[src/rtl/dmacmd_pkg.sv]
package dmacmd_pkg;
  localparam int BIT_ASK   = 2;
  localparam int BIT_START = 3;
  localparam int BIT_STOP  = 4;
  localparam int BIT_RSVD  = 5;
  localparam int ALIGN_LSB = 6;
  localparam int CHAN_W    = 2;

  typedef enum logic [1:0] {
    CMD_NONE,
    CMD_STOP,
    CMD_ASK,
    CMD_START
  } cmd_e;
endpackage

[src/rtl/dmacmd_decode.sv]
module dmacmd_decode
  import dmacmd_pkg::*;
#(
  parameter int NCH = 3,
  parameter int DW  = 32
) (
  input  logic              wr_fire,
  input  logic              busy,
  input  logic [DW-1:0]     wdata,
  output logic              accept,
  output cmd_e              cmd,
  output logic [CHAN_W-1:0] chan,
  output logic [DW-ALIGN_LSB-1:0] addr
);
  assign chan   = wdata[CHAN_W-1:0];
  assign addr   = wdata[DW-1:ALIGN_LSB];
  assign accept = wr_fire && !busy && !wdata[BIT_RSVD] && (32'(chan) < NCH);

  // halt outranks snapshot, snapshot outranks launch
  always_comb begin
    if (wdata[BIT_STOP])       cmd = CMD_STOP;
    else if (wdata[BIT_ASK])   cmd = CMD_ASK;
    else if (wdata[BIT_START]) cmd = CMD_START;
    else                       cmd = CMD_NONE;
  end
endmodule

[src/rtl/dmacmd_chan_if.sv]
module dmacmd_chan_if
  import dmacmd_pkg::*;
#(
  parameter int NCH = 3
) (
  input  logic              clk,
  input  logic              rst_n,
  input  logic              start_pend,
  input  logic [CHAN_W-1:0] start_chan,
  input  logic              stop_fire,
  input  logic [CHAN_W-1:0] stop_chan,
  input  logic [NCH-1:0]    start_ack,
  output logic [NCH-1:0]    start_req,
  output logic [NCH-1:0]    stop,
  output logic              ack_hit
);
  for (genvar c = 0; c < NCH; c++) begin : g_ch
    assign start_req[c] = start_pend && (start_chan == CHAN_W'(c));
    always_ff @(posedge clk or negedge rst_n) begin
      if (!rst_n) stop[c] <= 1'b0;
      else        stop[c] <= stop_fire && (stop_chan == CHAN_W'(c));
    end
  end
  assign ack_hit = |(start_ack & start_req);
endmodule

[src/rtl/dmacmd_dumper.sv]
module dmacmd_dumper
  import dmacmd_pkg::*;
#(
  parameter int NCH   = 3,
  parameter int DW    = 32,
  parameter int WORDS = 7,
  parameter int IDXW  = 3
) (
  input  logic              clk,
  input  logic              rst_n,
  input  logic              launch,
  input  logic [CHAN_W-1:0] chan,
  input  logic [DW-1:0]     base,
  input  logic [NCH*DW-1:0] snap_data,
  input  logic              wb_ready,
  output logic              active,
  output logic [IDXW-1:0]   idx,
  output logic              wb_valid,
  output logic [DW-1:0]     wb_addr,
  output logic [DW-1:0]     wb_data
);
  localparam logic [IDXW-1:0] LAST = IDXW'(WORDS - 1);

  logic [DW-1:0] words [NCH];
  for (genvar c = 0; c < NCH; c++) begin : g_w
    assign words[c] = snap_data[c*DW +: DW];
  end

  always_ff @(posedge clk or negedge rst_n) begin
    if (!rst_n) begin
      active <= 1'b0;
      idx    <= '0;
    end else if (launch) begin
      active <= 1'b1;
      idx    <= '0;
    end else if (active && wb_ready) begin
      if (idx == LAST) begin
        active <= 1'b0;
        idx    <= '0;
      end else begin
        idx <= idx + 1'b1;
      end
    end
  end

  always_comb begin
    wb_data = '0;
    for (int c = 0; c < NCH; c++)
      if (chan == CHAN_W'(c)) wb_data = words[c];
  end

  assign wb_valid = active;
  assign wb_addr  = base + {{(DW-IDXW-2){1'b0}}, idx, 2'b00};
endmodule

[src/rtl/dma_cmd_unit.sv]
module dma_cmd_unit
  import dmacmd_pkg::*;
#(
  parameter int NCH   = 3,
  parameter int DW    = 32,
  parameter int WORDS = 7,
  parameter int IDXW  = $clog2(WORDS)
) (
  input  logic              clk,
  input  logic              rst_n,
  input  logic              bus_sel,
  input  logic              bus_enable,
  input  logic              bus_write,
  input  logic [DW-1:0]     bus_wdata,
  output logic [DW-1:0]     bus_rdata,
  output logic [NCH-1:0]    ch_start_req,
  output logic [DW-1:0]     ch_start_addr,
  input  logic [NCH-1:0]    ch_start_ack,
  output logic [NCH-1:0]    ch_stop,
  output logic [IDXW-1:0]   snap_idx,
  input  logic [NCH*DW-1:0] snap_data,
  output logic              wb_valid,
  input  logic              wb_ready,
  output logic [DW-1:0]     wb_addr,
  output logic [DW-1:0]     wb_data
);
  localparam int ABITS = DW - ALIGN_LSB;

  logic [ABITS-1:0]  addr_q;
  logic [CHAN_W-1:0] chan_q;
  logic              start_q;
  logic              ask_q;
  logic              busy, wr_fire, accept, ack_hit;
  cmd_e              cmd;
  logic [CHAN_W-1:0] wchan;
  logic [ABITS-1:0]  waddr;
  logic [DW-1:0]     base;

  assign wr_fire = bus_sel && bus_enable && bus_write;
  assign busy    = start_q || ask_q;
  assign base    = {addr_q, {ALIGN_LSB{1'b0}}};

  dmacmd_decode #(.NCH(NCH), .DW(DW)) u_dec (
    .wr_fire(wr_fire), .busy(busy), .wdata(bus_wdata),
    .accept(accept), .cmd(cmd), .chan(wchan), .addr(waddr)
  );

  always_ff @(posedge clk or negedge rst_n) begin
    if (!rst_n) begin
      addr_q  <= '0;
      chan_q  <= '0;
      start_q <= 1'b0;
    end else if (accept) begin
      addr_q  <= waddr;
      chan_q  <= wchan;
      start_q <= (cmd == CMD_START);
    end else if (start_q && ack_hit) begin
      start_q <= 1'b0;
    end
  end

  dmacmd_chan_if #(.NCH(NCH)) u_ch (
    .clk(clk), .rst_n(rst_n),
    .start_pend(start_q), .start_chan(chan_q),
    .stop_fire(accept && (cmd == CMD_STOP)), .stop_chan(wchan),
    .start_ack(ch_start_ack), .start_req(ch_start_req),
    .stop(ch_stop), .ack_hit(ack_hit)
  );

  dmacmd_dumper #(.NCH(NCH), .DW(DW), .WORDS(WORDS), .IDXW(IDXW)) u_dump (
    .clk(clk), .rst_n(rst_n),
    .launch(accept && (cmd == CMD_ASK)), .chan(chan_q), .base(base),
    .snap_data(snap_data), .wb_ready(wb_ready),
    .active(ask_q), .idx(snap_idx),
    .wb_valid(wb_valid), .wb_addr(wb_addr), .wb_data(wb_data)
  );

  always_comb begin
    bus_rdata                   = '0;
    bus_rdata[DW-1:ALIGN_LSB]   = addr_q;
    bus_rdata[BIT_START]        = start_q;
    bus_rdata[BIT_ASK]          = ask_q;
    bus_rdata[CHAN_W-1:0]       = chan_q;
  end

  assign ch_start_addr = base;
endmodule

[config.mk]
export PLATFORM = sky130hd
export DESIGN_NAME = dma_cmd_unit
export DESIGN_NICKNAME = d
export VERILOG_FILES = /design/src/rtl/dmacmd_pkg.sv /design/src/rtl/dmacmd_decode.sv /design/src/rtl/dmacmd_chan_if.sv /design/src/rtl/dmacmd_dumper.sv /design/src/rtl/dma_cmd_unit.sv
export SDC_FILE = /design/constraint.sdc
export NUM_CORES = 1
export LEC_CHECK = 0
export BUFFER_PORTS_ARGS = -buffer_cell sky130_fd_sc_hd__buf_2
export CAP_MARGIN = 20
export CORE_AREA = 2 2 107 109
export DETAILED_ROUTE_END_ITERATION = 10
export DIE_AREA = 0 0 109 111
export GPL_TIMING_DRIVEN = 0
export PLACE_DENSITY = 0.63
export SETUP_SLACK_MARGIN = 0.3
export SYNTH_ARGS = -nofsm -noshare
export SYNTH_HDL_FRONTEND = slang
export SYNTH_SLANG_ARGS = --single-unit
[constraint.sdc]
create_clock -name clk -period 1.9 [get_ports clk]
set_input_delay 0.19 -clock clk [delete_from_list [all_inputs] [get_ports clk]]
set_output_delay 0.19 -clock clk [all_outputs]
set_load 0.01 [all_outputs]
==> reports/qor.yml <==
final_layout_size_suffix_gt1_share_pct: 77.2
routed_wl_um: 9790
post_drt_wl_per_cell_um: 13.8
synth_ff_type: "dfrtp_1"
slew_viol_final: 0
seqCellArea_um2: 903
grt_pass1_wl_um: 14200
row_count: 39
clock_latency_ns: 0.28
gp_congestion: 0.798
crit_required_ns: 1.71
fin_crit_ns: 1.65
criticalPathCategory: "flip-flop to output pin"
grt_setup_unrepaired: "yes"
place.port_buffers: 263
postCtsHoldBufs: 0
powerDensity_nw_per_um2: 1540
grt_max_degree: 37
synth_common_cells: "69 x buf_4, 36 x dfrtp_1, 34 x nand2_1"
syn-cell-area_um2: 2790
cts_buffer_depth: 2
syn_inst: 275
synth-seq-cells: 36
relSlewSlack_pct: 46.2
ios: 275
final.setup.tns_ns: 0
skew_ns: 0.00298
diodes: 0
synth.top_cells.by_area: "dfrtp_1 32%, buf_4 19%, mux2_4 15%"
hp-class: "input pin to async pin"
hpwl_um: 7800
ys_types: 33
path_max_fanout: 10
tightest_slew_ns: 0.807
synth_seq_area_share_pct: 32.2
max_freq_mhz: 606
cts_buffers: 5
antenna_found_initial: 0
synth-edff-count: 0
core_area_um2: 11100
grt.overflow.total: 0
synth-async-reset-ratio_pct: 100
cp-end-kind: "output pin"
setup_viol: 0
htreeDepth: 2
finalNonFillerCells: 709
start_kind: "flip-flop"
status: "finished, final reports clean"
hold_viol: 0
wl_met3_um: 852
synth_largest_area_cell: "dfrtp_1"
dp.cells: 691
dieHeight_um: 111
initial_core_util_pct: 25.2
drt-initial-drc-count: 48
dr_total_vias: 2968
die_w_um: 109
layout.nets: 702
clock-sinks: 36
p_leak_nw: 2.79
nFillCells: 1091
ant_nets: 0
synth_top_cell_area_share_pct: 32.2
via_per_inst: 4.19
dieArea_um2: 12100
top_layer: "met4"
arrival_ns: 1.46
cts_tree: "yes"
path_clk_slew_ns: 0.06
wl_met1_um: 3790
drtPass1Iterations: 5
period_share_pct: 86.9
root_buffer: "clkbuf_16"
synth_area_per_cell_um2: 10.2
met2_wirelength_um: 5000
yosysMostFrequentCell: "buf_4"
area_growth_pct: 72.9
grt_pass1_vias: 2972
vdd_drop_max_mv: 0.737
drv_cap: 0
multiInputGateArea_um2: 1450
yosysWarnings: 0
drc_errors: 0
grt_usage_pct: 14.8
## layout make-up
class / instances / share of cell area, %
buffer: 83 / 14.6
clock buffer: 7 / 2.75
clock inverter: 1 / 0.181
inverter: 2 / 0.155
multi-input combinational: 164 / 30.1
tap: 143 / 3.70
timing repair buffer: 273 / 29.9
sequential: 36 / 18.7
## sequential cells by signal, indices dropped and copies added, names as in the netlist
| signal | count |
|---|---|
| start_q | 1 |
| addr_q | 26 |
| u_dump.active | 1 |
| u_ch.stop | 3 |
| chan_q | 2 |
| u_dump.idx | 3 |
## metrics by stage
step	instance area [µm²]	setup slack [ns]	power, mW	utilization [%]	hold WS [ns]
3_3_place_gp	4330	0.112	5.88	39.1	0.326
4_1_cts	4710	0.233	7.29	42.6	0.0446
3_5_place_dp	4330	0.130	5.96	39.1	0.338
5_1_grt	4830	0.171	7.89	43.6	0.0795
2_1_floorplan	2830	0.381	4.22	-	-0.106
6_report	4830	0.249	7.42	43.6	0.00147
## metal layers
metal,up-vias,track usage (%)
met3,16,3.41
met1,1355,16.7
met2,159,27.6
met5,-,0
met4,0,3.68
li1,1438,-
## critical path, cell delays in order, from the launching register on
cell and delay, ns:
dfrtp_2 0.43, buf_6 0.16, buf_12 0.14, mux2i_1 0.25, o21ai_2 0.06, buf_2 0.14
## power breakdown
part           internal, mW  switching, mW  leakage (nW)
registers              1.10          0.381         0.461
clock network         0.489          0.309        0.0681
logic                  2.87           2.27          2.26
total                  4.46           2.96          2.79
## cell usage in the layout, fill, tap and decap left out, types with 3 or more instances in the layout
master,instances
buf_6,12
nor3_1,3
nand2_4,3
mux2i_1,32
buf_2,262
nand2_2,24
o21ai_2,12
nand2_1,7
dfrtp_1,34
conb_1,11
o21ai_1,20
buf_8,3
buf_12,4
clkbuf_16,6
buf_4,72
mux2_4,27
## kinds of logic after synthesis
| kind of cell | Yosys count | synth area share (%) |
|---|---|---|
| DFF | 36 | 32.2 |
| other | 1 | 0.134 |
| xor gates and xnor gates | 2 | 0.627 |
| AOI/OAI and AO/OA | 37 | 7.48 |
| buffers and inverters | 85 | 22.6 |
| muxes | 61 | 26.7 |
| and+or+nand+nor | 53 | 10.2 |
## timing repair
item | 4_1_cts | 5_1_grt
gates resized for setup | 72 | 31
cloned | 3 | 1
setup endpoints to repair | 62 | 33
endpoints found under the hold margin | 0 | 0
buffers inserted | 6 | 0
pin swaps | 25 | 5
## worst paths after layout
path                       depth (start not counted)         start          end  slack [ns]
hold / removal                                     1         rst_n   addr_q[10]       0.001
max in group asynchronous                          1         rst_n    chan_q[1]        1.33
hold reg to reg                                    1     addr_q[1]    addr_q[1]        0.55
setup / recovery                                   5     chan_q[1]  wb_data[19]        0.25
setup reg to reg                                   4       start_q    chan_q[0]        0.37
min in group clk                                   2  bus_wdata[7]    addr_q[1]        0.13
Note: power is estimated with default switching activity, not from simulation.
